===== config.mk =====
export PLATFORM = sky130hd
export DESIGN_NAME = core_mailbox
export DESIGN_NICKNAME = d
export VERILOG_FILES = /design/src/rtl/mbx_pkg.sv /design/src/rtl/mbx_port.sv /design/src/rtl/mbx_store.sv /design/src/rtl/mbx_handshake.sv /design/src/rtl/core_mailbox.sv
export SDC_FILE = /design/constraint.sdc
export NUM_CORES = 1
export LEC_CHECK = 0
export BUFFER_PORTS_ARGS = -buffer_cell sky130_fd_sc_hd__clkbuf_2
export CAP_MARGIN = 15
export CELL_PAD_IN_SITES_DETAIL_PLACEMENT = 0
export CELL_PAD_IN_SITES_GLOBAL_PLACEMENT = 2
export CORE_ASPECT_RATIO = 0.75
export CORE_MARGIN = 1.5
export CORE_UTILIZATION = 33
export CTS_CLUSTER_SIZE = 16
export DETAILED_ROUTE_END_ITERATION = 10
export GPL_ROUTABILITY_DRIVEN = 0
export GPL_TIMING_DRIVEN = 0
export PLACE_DENSITY_LB_ADDON = 0.25
export SETUP_SLACK_MARGIN = 0.3
export SLEW_MARGIN = 40
export SYNTH_ARGS = -nofsm -noshare
export SYNTH_HDL_FRONTEND = slang
export SYNTH_SLANG_ARGS = --single-unit

===== constraint.sdc =====
create_clock -name clk -period 2.5 [get_ports clk]
set_input_delay 0.25 -clock clk [delete_from_list [all_inputs] [get_ports clk]]
set_output_delay 0.25 -clock clk [all_outputs]
set_load 0.03 [all_outputs]

===== src/rtl/mbx_pkg.sv =====
package mbx_pkg;

    // Register index layout on both ports
    localparam int unsigned MBX_DEF_DATA_W = 16;
    localparam int unsigned MBX_DEF_COUNT  = 2;

    // Control/status word bit positions
    localparam int unsigned CTRL_VALID_BIT = 0;
    localparam int unsigned CTRL_OVR_BIT   = 1;
    localparam int unsigned CTRL_PEND_LSB  = 2;

    // Role of a register port: decides whether writes pass
    typedef enum logic {
        ROLE_MASTER = 1'b0,
        ROLE_SLAVE  = 1'b1
    } port_role_e;

    // Handshake state carried as one record
    typedef struct packed {
        logic valid;
        logic overrun;
        logic notify;
    } hs_flags_t;

    function automatic logic role_can_write(port_role_e role);
        return (role == ROLE_MASTER);
    endfunction

    function automatic logic role_can_consume(port_role_e role);
        return (role == ROLE_SLAVE);
    endfunction

endpackage


===== src/rtl/mbx_port.sv =====
module mbx_port
    import mbx_pkg::*;
#(
    parameter int unsigned DATA_W  = MBX_DEF_DATA_W,
    parameter int unsigned NUM_MBX = MBX_DEF_COUNT,
    parameter int unsigned ADDR_W  = $clog2(NUM_MBX + 1),
    parameter port_role_e  ROLE    = ROLE_MASTER
) (
    input  logic                            clk,
    input  logic                            rst,
    input  logic [ADDR_W-1:0]               addr,
    input  logic                            wr,
    input  logic [DATA_W-1:0]               wdata,
    input  logic                            rd,
    input  logic [(NUM_MBX+1)*DATA_W-1:0]   view,
    output logic [NUM_MBX-1:0]              mbx_wr_hit,
    output logic [NUM_MBX-1:0]              mbx_rd_hit,
    output logic                            ctrl_wr,
    output logic [DATA_W-1:0]               wr_word,
    output logic [DATA_W-1:0]               rdata
);

    localparam int unsigned NUM_REGS = NUM_MBX + 1;
    localparam logic        WR_OK    = role_can_write(ROLE);
    localparam logic        RD_EATS  = role_can_consume(ROLE);

    logic              wr_gated;
    logic [DATA_W-1:0] rd_sel;

    // Write path is closed off for a read-only role
    assign wr_gated = WR_OK & wr;
    assign wr_word  = wr_gated ? wdata : '0;
    assign ctrl_wr  = wr_gated && (int'(addr) == NUM_MBX);

    genvar gi;
    generate
        for (gi = 0; gi < NUM_MBX; gi++) begin : g_hit
            assign mbx_wr_hit[gi] = wr_gated && (int'(addr) == gi);
            assign mbx_rd_hit[gi] = RD_EATS & rd & (int'(addr) == gi);
        end
    endgenerate

    // Read select; addresses beyond the control word read zero
    always_comb begin
        rd_sel = '0;
        if (int'(addr) < NUM_REGS) begin
            rd_sel = view[int'(addr)*DATA_W +: DATA_W];
        end
    end

    always_ff @(posedge clk) begin
        if (rst) begin
            rdata <= '0;
        end else if (rd) begin
            rdata <= rd_sel;
        end
    end

endmodule


===== src/rtl/mbx_store.sv =====
module mbx_store
    import mbx_pkg::*;
#(
    parameter int unsigned DATA_W  = MBX_DEF_DATA_W,
    parameter int unsigned NUM_MBX = MBX_DEF_COUNT
) (
    input  logic                        clk,
    input  logic                        rst,
    input  logic [NUM_MBX-1:0]          wr_hit,
    input  logic [DATA_W-1:0]           wr_word,
    output logic [NUM_MBX*DATA_W-1:0]   store_flat
);

    genvar gi;
    generate
        for (gi = 0; gi < NUM_MBX; gi++) begin : g_word
            logic [DATA_W-1:0] word_q;

            always_ff @(posedge clk) begin
                if (rst) begin
                    word_q <= '0;
                end else if (wr_hit[gi]) begin
                    word_q <= wr_word;
                end
            end

            assign store_flat[gi*DATA_W +: DATA_W] = word_q;
        end
    endgenerate

endmodule


===== src/rtl/mbx_handshake.sv =====
module mbx_handshake
    import mbx_pkg::*;
#(
    parameter int unsigned NUM_MBX = MBX_DEF_COUNT
) (
    input  logic                clk,
    input  logic                rst,
    input  logic [NUM_MBX-1:0]  wr_hit,
    input  logic [NUM_MBX-1:0]  rd_hit,
    input  logic                ctrl_wr,
    input  logic                set_bit,
    input  logic                ovr_clr_bit,
    output hs_flags_t           flags,
    output logic [NUM_MBX-1:0]  pending
);

    hs_flags_t          flags_q, flags_n;
    logic [NUM_MBX-1:0] pend_q, pend_n;
    logic               set_req;
    logic               consume;

    always_comb begin
        set_req = ctrl_wr & set_bit;
        // A same-cycle set outranks the slave's consumption
        consume = flags_q.valid & ~set_req & (|rd_hit);

        for (int i = 0; i < NUM_MBX; i++) begin
            pend_n[i] = wr_hit[i] | (pend_q[i] & ~(consume & rd_hit[i]));
        end

        flags_n.valid   = set_req |
                          (flags_q.valid & ~(consume & ~(|pend_n)));
        flags_n.overrun = (flags_q.valid & (|wr_hit)) |
                          (flags_q.overrun & ~(ctrl_wr & ovr_clr_bit));
        flags_n.notify  = set_req;
    end

    always_ff @(posedge clk) begin
        if (rst) begin
            flags_q <= '0;
            pend_q  <= '0;
        end else begin
            flags_q <= flags_n;
            pend_q  <= pend_n;
        end
    end

    assign flags   = flags_q;
    assign pending = pend_q;

endmodule


===== src/rtl/core_mailbox.sv =====
module core_mailbox
    import mbx_pkg::*;
#(
    parameter int unsigned DATA_W  = MBX_DEF_DATA_W,
    parameter int unsigned NUM_MBX = MBX_DEF_COUNT,
    parameter int unsigned ADDR_W  = $clog2(NUM_MBX + 1)
) (
    input  logic              clk,
    input  logic              rst,
    input  logic [ADDR_W-1:0] m_addr,
    input  logic              m_wr,
    input  logic [DATA_W-1:0] m_wdata,
    input  logic              m_rd,
    output logic [DATA_W-1:0] m_rdata,
    input  logic [ADDR_W-1:0] s_addr,
    input  logic              s_wr,
    input  logic [DATA_W-1:0] s_wdata,
    input  logic              s_rd,
    output logic [DATA_W-1:0] s_rdata,
    output logic              mbx_valid,
    output logic              s_notify
);

    localparam int unsigned VIEW_W = (NUM_MBX + 1) * DATA_W;

    logic [NUM_MBX-1:0]        m_wr_hit, m_rd_hit, s_wr_hit, s_rd_hit;
    logic [NUM_MBX-1:0]        any_wr_hit, any_rd_hit, pend_q;
    logic                      m_ctrl_wr, s_ctrl_wr, any_ctrl_wr;
    logic [DATA_W-1:0]         m_word, s_word, any_word, ctrl_word;
    logic [NUM_MBX*DATA_W-1:0] store_flat;
    logic [VIEW_W-1:0]         view;
    hs_flags_t                 flags;
    logic                      ovr_q;

    mbx_port #(
        .DATA_W(DATA_W), .NUM_MBX(NUM_MBX), .ADDR_W(ADDR_W), .ROLE(ROLE_MASTER)
    ) u_mport (
        .clk(clk), .rst(rst), .addr(m_addr), .wr(m_wr), .wdata(m_wdata),
        .rd(m_rd), .view(view), .mbx_wr_hit(m_wr_hit), .mbx_rd_hit(m_rd_hit),
        .ctrl_wr(m_ctrl_wr), .wr_word(m_word), .rdata(m_rdata)
    );

    mbx_port #(
        .DATA_W(DATA_W), .NUM_MBX(NUM_MBX), .ADDR_W(ADDR_W), .ROLE(ROLE_SLAVE)
    ) u_sport (
        .clk(clk), .rst(rst), .addr(s_addr), .wr(s_wr), .wdata(s_wdata),
        .rd(s_rd), .view(view), .mbx_wr_hit(s_wr_hit), .mbx_rd_hit(s_rd_hit),
        .ctrl_wr(s_ctrl_wr), .wr_word(s_word), .rdata(s_rdata)
    );

    // Role gating inside each port zeroes the disallowed side
    assign any_wr_hit  = m_wr_hit | s_wr_hit;
    assign any_rd_hit  = m_rd_hit | s_rd_hit;
    assign any_ctrl_wr = m_ctrl_wr | s_ctrl_wr;
    assign any_word    = m_word | s_word;

    mbx_store #(.DATA_W(DATA_W), .NUM_MBX(NUM_MBX)) u_store (
        .clk(clk), .rst(rst), .wr_hit(any_wr_hit), .wr_word(any_word),
        .store_flat(store_flat)
    );

    mbx_handshake #(.NUM_MBX(NUM_MBX)) u_hs (
        .clk(clk), .rst(rst), .wr_hit(any_wr_hit), .rd_hit(any_rd_hit),
        .ctrl_wr(any_ctrl_wr), .set_bit(any_word[CTRL_VALID_BIT]),
        .ovr_clr_bit(any_word[CTRL_OVR_BIT]), .flags(flags), .pending(pend_q)
    );

    always_comb begin
        ctrl_word                               = '0;
        ctrl_word[CTRL_VALID_BIT]               = flags.valid;
        ctrl_word[CTRL_OVR_BIT]                 = flags.overrun;
        ctrl_word[CTRL_PEND_LSB +: NUM_MBX]     = pend_q;
    end

    assign view      = {ctrl_word, store_flat};
    assign ovr_q     = flags.overrun;
    assign mbx_valid = flags.valid;
    assign s_notify  = flags.notify;

endmodule


Word-level counts from Yosys, hierarchy flattened
Index checks and enable logic that the tools add are counted.
- order comparisons: 2
- reduce and logical (&&, ||, !) cells: 8
- muxes and demuxes: 3
- bitwise logic cells: 24
- add/sub/neg operators: 0
- div/mod/pow operators: 0
- eq/ne operators: 3
- $mul: 0
- shift-type cells: 2
- operators with widths (cell ; count):
    $shiftx A48 B7 Y16 ; 2
    $mux W16 ; 3
    $and A1 B1 Y1 ; 14
    $eq A2 B2 Y1 const B ; 3
    $not A1 Y1 ; 6
    $reduce_or A2 Y1 ; 3
    $logic_not A2 Y1 ; 2
    $lt A2 B2 Y1 const B ; 2
    $or A1 B1 Y1 ; 4
    $logic_and A1 B1 Y1 ; 3
- flip-flop bits (word level): 69
- bits in writable memories: 0
- input bits: 42
- memory bits (read-only): 0
- latch bits: 0
- word-level logic and storage cells: 50
- memories kept: 0

Logic depth before layout (Yosys ltp)
Gate-level depths: netlist (run 1).
- word-level depth: 16
- depth in mapped cells: 6

Hierarchy
A second synthesis (run 1) with hierarchy kept.
- cell total of the unflattened synthesis: 409
- area total of the unflattened synthesis: 3768.6 um^2
- by module, submodules not included (module ; area each (um^2) ; cells each ; times used):
    mbx_store ; 1157.4 ; 103 ; 1
    mbx_port at u_sport ; 1154.9 ; 130 ; 1
    mbx_port at u_mport ; 1109.8 ; 132 ; 1
    mbx_handshake ; 211.5 ; 22 ; 1
    core_mailbox ; 135.1 ; 22 ; 1

Least setup slack after synthesis (run 1)
Ideal clock, no wire load.
- path type: input -> register
- from: in m_addr[0]
- to: reg u_store.g_word[0].word_q[10]
- path slack: 1.259 ns
- arrival time: 1.109 ns
- data required time: 2.368 ns
- stages on the path: 6
- cell sequence: buf_6 or3b_1 buf_6 buf_6 nand2_1 a21oi_1
- cells in the longest elaborated chain, start to end: 2
- ends and longest elaborated chain (item ; line ; source):
    start: declaration ; core_mailbox.sv:10 ; input logic [ADDR_W-1:0] m_addr,
    $logic_not A2 Y1 ; mbx_port.sv:38 ; assign mbx_wr_hit[gi] = wr_gated && (int'(addr) == gi);
    $logic_and A1 B1 Y1 ; mbx_port.sv:38 ;
    end signal: assignment ; mbx_store.sv:23 ; word_q <= wr_word;
    end: declaration ; mbx_store.sv:17 ; logic [DATA_W-1:0] word_q;
Every way passes these cells.
A chain may end at the register's enable or synchronous reset.

Worst setup path in the final report (run 1)
- from: reg u_hs.flags_q (netlist bit u_hs.flags[2])
- to: out mbx_valid
- RTL lines (item ; line ; source):
    start: declaration ; mbx_handshake.sv:17 ; hs_flags_t flags_q, flags_n;
    start signal: assignment ; mbx_handshake.sv:43 ; flags_q <= flags_n;
    end: declaration ; core_mailbox.sv:20 ; output logic mbx_valid,
No word-level cell between the ends.

==> impl_metrics.json, run 1 <==
{
  "status": "finished clean",
  "yosysUniqueCellTypes": 30,
  "fillers": 944,
  "grt_pass1_vias": 2378,
  "tns_ns": 0,
  "h-tree-depth": 3,
  "hp-class": "input port to flip-flop",
  "start_kind": "flip-flop",
  "postSynthCellCount": 357,
  "antenna_found_initial": 0,
  "final_nets": 464,
  "synth-seq-cells": 69,
  "slew_violations": 0,
  "row_count": 30,
  "cp-startpoint": "u_hs.flags[2]",
  "clock_sinks": 69,
  "fin_crit_ns": 1.30,
  "period_share_pct": 51.9,
  "grt_pass1_wl_mm": 13.6,
  "r2r_cells": 3,
  "post_synth.cell_area_avg_um2": 8.50,
  "io_buffer_count": 54,
  "numCtsBuffers": 9,
  "start_util_pct": 33.8,
  "total_power_mw": 2.78,
  "path_buf_inv": 1,
  "route.detailed.drc": 0,
  "die_area_mm2": 0.00978,
  "die_w_um": 114,
  "n_antenna_cell": 0,
  "final_cell_count_no_fill": 539,
  "coreArea_mm2": 0.00897,
  "cts_setup_buffers": 0,
  "yosys_warnings": 0,
  "routed_wl_mm": 8.74,
  "cts_tree": "yes",
  "cp-endpoint": "mbx_valid",
  "hold_buffers": 0,
  "area_growth_pct": 24.3,
  "drive_gt1_share_pct": 26.9,
  "track_usage_pct": 19.2,
  "grt_setup_unrepaired": "false",
  "io_pins": 76,
  "r2r-start": "u_hs.flags[2]",
  "drtPass1Iterations": 5,
  "yosysSeqAreaShare_pct": 45.5,
  "cp_top_family": "flip-flops",
  "cp_num_cells": 1,
  "postRouteAntennaNets": 0,
  "crit_fanout": 7,
  "worstPathCellList": "clkbuf_2",
  "insertion_delay_ns": 0.33,
  "clk_pin_slew_ns": 0.06,
  "peakVddDrop_mv": 0.295,
  "timing.fmax_ghz": 0.771,
  "dp_hpwl_mm": 6.02,
  "tightest_slew_ns": 0.645,
  "max-slew-margin-rel_pct": 57.0,
  "grt.overflow.total": 0,
  "endpoint_kind": "output pin",
  "crit_slowest_cell": "dfxtp_1",
  "skew_ns": 0.00412,
  "dpl.cell_count": 523,
  "p_leak_nw": 1.54,
  "r2r_end": "u_hs.pending[1]",
  "root_buffer": "clkbuf_16",
  "worstPathRequired_ns": 2.25,
  "grt_max_degree": 12,
  "clk_path_buf_depth": 2,
  "r2r_slack_ns": 1.49,
  "crit_arrival_ns": 1.05,
  "synth.cell_area_mm2": 0.00303,
  "vias_per_cell": 4.73,
  "drv_cap": 0,
  "routedWlPerCell_um": 16.2,
  "path_class": "flip-flop to output pin",
  "setup_viol_count_final": 0,
  "die-height_um": 86.0,
  "cts_resized": 0,
  "power_density_mw_per_mm2": 738,
  "drt_iter0_drc": 134,
  "via_count": 2548,
  "cp_slowest_stage_delay_ns": 0.46,
  "hold_violations": 0,
  "synthesis.nets": 399
}
cells in the final DEF (no fill, tap or decap), drive strengths merged, types with 2 or more instances in the layout:
master,count
a21oi,59
a311oi,8
buf,14
bufinv,2
clkbuf,79
clkinv,2
dfxtp,69
inv,2
mux2,28
mux2i,4
nand2,73
nand2b,2
nand3b,6
nor2,34
nor2b,29
o21ai,3
or2,3
power by group:
part	internal (mW)	switching, mW
clock network	0.924	0.468
logic	0.0874	0.154
registers	1.13	0.0200
total	2.14	0.641
area by class of cell:
type,count,area [µm²],share of cell area [%]
multi-input cells,259,1490,39.6
flip-flops and latches,69,1380,36.6
repair buffers,54,270,7.17
clock buffers,12,256,6.80
plain buffers,27,151,4.01
well taps,112,140,3.72
clock inverters,4,70.1,1.86
inverters,2,7.51,0.199
flip-flops by register name (all words and copies together), names as in the netlist:
register	count
u_store.g_word.word_q	32
u_sport.rdata	16
u_hs.pending	2
u_mport.rdata	16
u_hs.flags	3
how the worst min path moves through the flow:
stage                                   endpoint  slack (ns)  cells past startpoint                         start
floorplan           u_store.g_word[1].word_q[10]        0.39                      2                   m_wdata[10]
global placement     u_store.g_word[1].word_q[5]        0.45                      2   u_store.g_word[1].word_q[5]
detailed placement  u_store.g_word[0].word_q[14]        0.46                      2  u_store.g_word[0].word_q[14]
CTS                  u_store.g_word[0].word_q[2]        0.15                      3                    m_wdata[2]
global route         u_store.g_word[1].word_q[4]        0.15                      3                    m_wdata[4]
finish               u_store.g_word[0].word_q[2]        0.16                      3                    m_wdata[2]
worst min-delay path, stage by stage:
cell and delay (ns):
clkbuf_2 0.09, nand2_1 0.05, a21oi_1 0.05
cell usage after synthesis, drive strengths merged:
cell type  count  area share [%]
nand4b         1            0.29
nand2         73             9.0
nor3           1            0.16
nand3b         6             1.6
mux2          28              10
mux2i          4             1.3
o21ai          3            0.49
buf           14             3.3
inv            2            0.25
nor3b          1            0.62
nor2          34             4.2
a32oi          1            0.29
and3b          1            0.29
a211o          1            0.29
a311oi         8             2.3
or3b           1            0.29
dfxtp         69              46
nand2b         2            0.41
o31ai          1            0.25
and4b          1            0.33
nor2b         29             6.0
or2            3            0.62
o211a          1            0.33
clkbuf        13             1.6
a21oi         59             9.7
stage by stage:
step                      setup slack (ns)  area [µm²]  hold WS (ns)  util [%]
after detailed placement             0.947        3440         0.457      38.4
after global placement               0.956        3440         0.450      38.4
final                                 1.20        3770         0.160      42.0
after floorplan                       1.26        3030         0.386         -
after global routing                  1.14        3770         0.148      42.0
after CTS                             1.19        3770         0.146      42.0
kinds of logic (layout without fill, tap and decap cells):
kind of cell,count (synthesis),count (layout),share of synthesized area [%]
AND/OR/NAND/NOR,153,153,23.8
AO/OA/AOI/OAI,74,74,13.7
flip-flops,69,69,45.5
multiplexers,32,32,11.7
buffers and inverters,29,99,5.24
routing by layer:
| metal | share of wire (%) | wire length, µm | up-vias | global-route usage, % |
|---|---|---|---|---|
| li1 | - | - | 1330 | - |
| met1 | 52 | 4520 | 1142 | 28.8 |
| met2 | 41 | 3600 | 72 | 25.4 |
| met3 | 6.4 | 556 | 4 | 6.36 |
| met4 | 0.74 | 65 | 0 | 5.91 |
| met5 | 0 | 0 | - | 0 |
(Power assumes the default switching activity.)
==> inputs of run 2 (changes only) <==
--- a/config.mk
+++ b/config.mk
@@ -11,7 +11,7 @@
 export CELL_PAD_IN_SITES_GLOBAL_PLACEMENT = 2
 export CORE_ASPECT_RATIO = 0.75
 export CORE_MARGIN = 1.5
-export CORE_UTILIZATION = 33
+export CORE_UTILIZATION = 28
 export CTS_CLUSTER_SIZE = 16
 export DETAILED_ROUTE_END_ITERATION = 10
 export GPL_ROUTABILITY_DRIVEN = 0
==> constraint.sdc (replaced) <==
create_clock -name clk -period 1 [get_ports clk]
set_input_delay 0.1 -clock clk [delete_from_list [all_inputs] [get_ports clk]]
set_output_delay 0.1 -clock clk [all_outputs]
set_load 0.03 [all_outputs]
==> impl_metrics.json, run 2 (same netlist as run 1, synthesis figures left out) <==
{
  "antenna_found_initial": 0,
  "peakVddDrop_mv": 0.720,
  "crit_fanout": 3,
  "start_kind": "flip-flop",
  "crit_arrival_ns": 1.23,
  "status": "finished clean",
  "grt.overflow.total": 0,
  "die-height_um": 93.2,
  "max-slew-margin-rel_pct": 52.2,
  "numCtsBuffers": 9,
  "die_area_mm2": 0.0115,
  "fin_crit_ns": 0.992,
  "clk_pin_slew_ns": 0.06,
  "area_growth_pct": 76.7,
  "skew_ns": 0.00937,
  "drive_gt1_share_pct": 69.7,
  "tns_ns": 0,
  "final_common_cell": "dfxtp_2",
  "row_count": 32,
  "die_w_um": 123,
  "routedWlPerCell_um": 17.2,
  "grt_max_degree": 13,
  "track_usage_pct": 18.7,
  "cts_tree": "yes",
  "drt_iter0_drc": 123,
  "p_leak_nw": 2.23,
  "path_class": "flip-flop to flip-flop",
  "fillers": 991,
  "hp-class": "input port to flip-flop",
  "largest_reg_flops": 32,
  "worstPathRequired_ns": 1.24,
  "setup_viol_count_final": 0,
  "dpl.cell_count": 547,
  "fin_util_pct": 51.5,
  "routed_wl_mm": 10.4,
  "drv_cap": 0,
  "grt_setup_unrepaired": "true",
  "drtPass1Iterations": 7,
  "cp_slowest_stage_delay_ns": 0.34,
  "clk_path_buf_depth": 2,
  "vias_per_cell": 4.78,
  "h-tree-depth": 3,
  "root_buffer": "clkbuf_16",
  "hold_violations": 0,
  "timing.fmax_ghz": 1.01,
  "final_cell_count_no_fill": 605,
  "crit_slowest_cell": "dfxtp_2",
  "reg_top3": "u_store.g_word.word_q (32), u_mport.rdata (16), u_sport.rdata (16)",
  "grt_pass1_wl_mm": 15.6,
  "via_count": 2891,
  "dp_hpwl_mm": 6.41,
  "grt_pass1_vias": 2772,
  "n_antenna_cell": 0,
  "worstPathCellList": "mux2i_1 > or2_1 > a311oi_2",
  "coreArea_mm2": 0.0104,
  "endpoint_kind": "flip-flop",
  "insertion_delay_ns": 0.33,
  "r2r_slack_ns": 0.008,
  "final_nets": 506,
  "io_pins": 76,
  "start_util_pct": 29.1,
  "top_register": "u_store.g_word.word_q",
  "postRouteAntennaNets": 0,
  "holdWs_ns": 0.00550,
  "power_density_mw_per_mm2": 1340,
  "io_buffer_count": 54,
  "tightest_slew_ns": 0.718,
  "layout_common_cells": "dfxtp_2, a21oi_2, buf_8",
  "period_share_pct": 99.2,
  "slew_violations": 0,
  "clock_sinks": 69,
  "route.detailed.drc": 0
}
[run 2: cell types whose count changed in the layout (fill, tap and decap cells not counted), moves of 24 or more]
cell	previous run	this run
a21oi_1	59	11
a21oi_2	0	48
buf_8	0	37
clkbuf_2	55	26
dfxtp_1	69	5
dfxtp_2	0	61
mux2_2	28	4
mux2_4	0	24
nand2_1	73	32
nand2_4	0	27
[run 2: what timing repair did]
action,in CTS,in global routing
hold buffers,3,0
gates cloned,3,0
endpoints found under the hold margin,5,0
setup endpoints to repair,96,102
gates resized for setup,201,135
buffers inserted,16,20
pin swaps,38,26
[run 2: cell type report]
class	count	area (µm²)	area share [%]
multi-input combinational	259	2080	38.8
buffer	27	259	4.83
clock buffer	10	239	4.46
clock inverter	6	62.6	1.17
tap	136	170	3.17
timing repair buffer	96	1070	20.0
inverter	2	7.51	0.140
sequential	69	1470	27.4
[run 2: worst max-delay path, delay by kind of cell, from the launching register on]
kind             cells  cell delay (ns)
AO/OA/AOI/OAI        1             0.27
flip-flops           1             0.34
multiplexers         1             0.06
AND/OR/NAND/NOR      1             0.22
[run 2: final timing paths]
check                                                   end                         from  cells past startpoint
worst min register to register  u_store.g_word[1].word_q[4]  u_store.g_word[1].word_q[4]                      2
worst max-delay path                       u_sport.rdata[2]  u_store.g_word[0].word_q[2]                      3
worst max register to register             u_sport.rdata[2]  u_store.g_word[0].word_q[2]                      3
worst min-delay path            u_store.g_word[0].word_q[7]                   m_wdata[7]                      3
[run 2: per-layer routing]
metal | up-vias | GRT usage (%) | wire (µm)
met5 | - | 0 | 0
met4 | 0 | 5.56 | 141
met3 | 13 | 3.96 | 513
met2 | 70 | 27.2 | 4500
met1 | 1388 | 27.5 | 5260
li1 | 1420 | - | -
[run 2: through the flow]
step                cell area (µm²)  power, mW  worst slack [ns]
finish                         5360       7.19           0.00844
global route                   5360       7.44           -0.0478
CTS                            4770       7.06            0.0298
detailed placement             3570       3.59            -0.452
global placement               3570       3.58            -0.438
floorplan                      3130       3.34           -0.0515
[run 2: report_power, final]
group | switching [mW] | total, mW | leakage [nW] | internal (mW)
Combinational | 0.552 | 1.05 | 1.50 | 0.501
Sequential | 0.0706 | 2.90 | 0.591 | 2.83
Clock | 1.24 | 3.23 | 0.140 | 1.99
Total | 1.86 | 7.19 | 2.23 | 5.32
==> inputs of run 3 (changes only) <==
--- a/config.mk
+++ b/config.mk
@@ -10,7 +10,7 @@
 export CELL_PAD_IN_SITES_DETAIL_PLACEMENT = 0
 export CELL_PAD_IN_SITES_GLOBAL_PLACEMENT = 2
 export CORE_ASPECT_RATIO = 0.75
-export CORE_MARGIN = 1.5
+export CORE_MARGIN = 1
 export CORE_UTILIZATION = 28
 export CTS_CLUSTER_SIZE = 16
 export DETAILED_ROUTE_END_ITERATION = 10
==> impl_metrics.json, run 3 (same netlist as run 1, synthesis figures left out) <==
{
  "crit_arrival_ns": 1.19,
  "r2r_cells": 3,
  "n_antenna_cell": 0,
  "die_area_mm2": 0.0113,
  "root_buffer": "clkbuf_16",
  "fin_crit_ns": 0.961,
  "whs_endpoint": "u_store.g_word[0].word_q[3]",
  "r2r-start": "u_store.g_word[0].word_q[1]",
  "reg_top3": "u_store.g_word.word_q (32), u_mport.rdata (16), u_sport.rdata (16)",
  "die-height_um": 92.2,
  "skew_ns": 0.00438,
  "h-tree-depth": 3,
  "track_usage_pct": 18.6,
  "path_class": "flip-flop to flip-flop",
  "clk_path_buf_depth": 2,
  "design_area_mm2": 0.00499,
  "worstHoldStart": "m_wdata[3]",
  "r2r_end": "u_sport.rdata[1]",
  "io_buffer_count": 54,
  "top_register": "u_store.g_word.word_q",
  "placed_area_mm2": 0.00357,
  "whs_path_depth": 3,
  "drtPass1Iterations": 4,
  "p_seq_share_pct": 38.8,
  "hp-class": "input port to flip-flop",
  "grt_max_degree": 13,
  "grt.overflow.total": 0,
  "max-slew-margin-rel_pct": 54.6,
  "drt_iter0_drc": 108,
  "row_count": 32,
  "io_pins": 76,
  "total_power_mw": 7.48,
  "via_count": 2755,
  "final_common_cell": "dfxtp_2",
  "slew_violations": 0,
  "cts_tree": "yes",
  "peakVddDrop_mv": 0.746,
  "crit_fanout": 3,
  "insertion_delay_ns": 0.33,
  "worstPathRequired_ns": 1.23,
  "layout_common_cells": "dfxtp_2, nand2_1, a21oi_2",
  "tightest_slew_ns": 0.681,
  "p_comb_share_pct": 12.3,
  "endpoint_kind": "flip-flop",
  "vias_per_cell": 4.68,
  "status": "finished clean",
  "final_cell_count_no_fill": 589,
  "dpl.cell_count": 547,
  "p_sw_share_pct": 23.9,
  "drive_gt1_share_pct": 62.0,
  "grt_setup_unrepaired": "true",
  "routed_wl_mm": 9.94,
  "coreArea_mm2": 0.0104,
  "dp_hpwl_mm": 6.31,
  "period_share_pct": 96.1,
  "clk_pin_slew_ns": 0.06,
  "drv_cap": 0,
  "numCtsBuffers": 9,
  "grt_pass1_vias": 2797,
  "final_nets": 491,
  "power.switching_mw": 1.79,
  "timing.fmax_ghz": 1.04,
  "die_w_um": 122,
  "hold_violations": 0,
  "tns_ns": 0,
  "p_leak_nw": 2.01,
  "setup_viol_count_final": 0,
  "p_int_mw": 5.69,
  "start_util_pct": 29.1,
  "route.detailed.drc": 0,
  "clock_sinks": 69,
  "clkPwrFrac_pct": 48.9,
  "grt_pass1_wl_mm": 15.4,
  "postRouteAntennaNets": 0,
  "routedWlPerCell_um": 16.9,
  "power_density_mw_per_mm2": 1500,
  "largest_reg_flops": 32,
  "antenna_found_initial": 0,
  "r2r_slack_ns": 0.04,
  "area_growth_pct": 64.6,
  "start_kind": "flip-flop"
}
## run 3: what timing repair did
action / CTS / global route
endpoints found under the hold margin: 1 / 0
endpoints found under the setup margin: 95 / 100
hold buffers: 1 / 0
cloned: 2 / 0
buffers inserted: 15 / 9
pin swaps: 34 / 15
resized for setup: 204 / 72
## run 3: area by class of cell
class | instances | area [µm²]
Clock inverter | 6 | 113
Inverter | 2 | 7.51
Sequential cell | 69 | 1470
Fill cell | 1039 | 5420
Timing Repair Buffer | 81 | 888
Tap cell | 136 | 170
Clock buffer | 9 | 225
Multi-Input combinational cell | 259 | 1860
Buffer | 27 | 259
## run 3: stage by stage
| step | setup slack, ns | util [%] | hold slack, ns |
|---|---|---|---|
| finish | 0.0395 | 48.0 | 0.00234 |
| global route | 0.00678 | 48.0 | 0.00645 |
| CTS | 0.0286 | 45.5 | 0.00637 |
| detailed placement | -0.490 | 34.3 | 0.348 |
| global placement | -0.465 | 34.3 | 0.347 |
| floorplan | -0.0515 | - | 0.228 |
## run 3: metal layers
metal  track usage, %  wire length, µm
met5                0                0
met4             4.07              101
met3             5.04              460
met2             27.8             4360
met1             26.4             5010
## run 3: worst max-delay path: stages, from the launching register on
cell      delay, ns
dfxtp_2        0.34
mux2i_1        0.07
or2_4          0.22
a311oi_1       0.24
## run 3: power by group through the flow
stage               sequential, mW  combinational (mW)  clock, mW
floorplan                     2.98               0.358          0
global placement              2.94               0.641          0
detailed placement            2.94               0.642          0
CTS                           2.90               0.841       3.71
global route                  2.91               0.984       3.82
finish                        2.90               0.921       3.66
## run 3: worst max path at each step
| stage | startpoint | endpoint | depth (start not counted) |
|---|---|---|---|
| 2_1_floorplan | m_addr[0] | u_store.g_word[0].word_q[10] | 6 |
| 6_report | u_store.g_word[0].word_q[1] | u_sport.rdata[1] | 3 |
| 5_1_grt | u_store.g_word[1].word_q[3] | u_sport.rdata[3] | 3 |
| 3_5_place_dp | s_addr[1] | u_sport.rdata[8] | 5 |
| 3_3_place_gp | s_addr[1] | u_sport.rdata[6] | 5 |
| 4_1_cts | u_hs.flags[2] | mbx_valid | 1 |
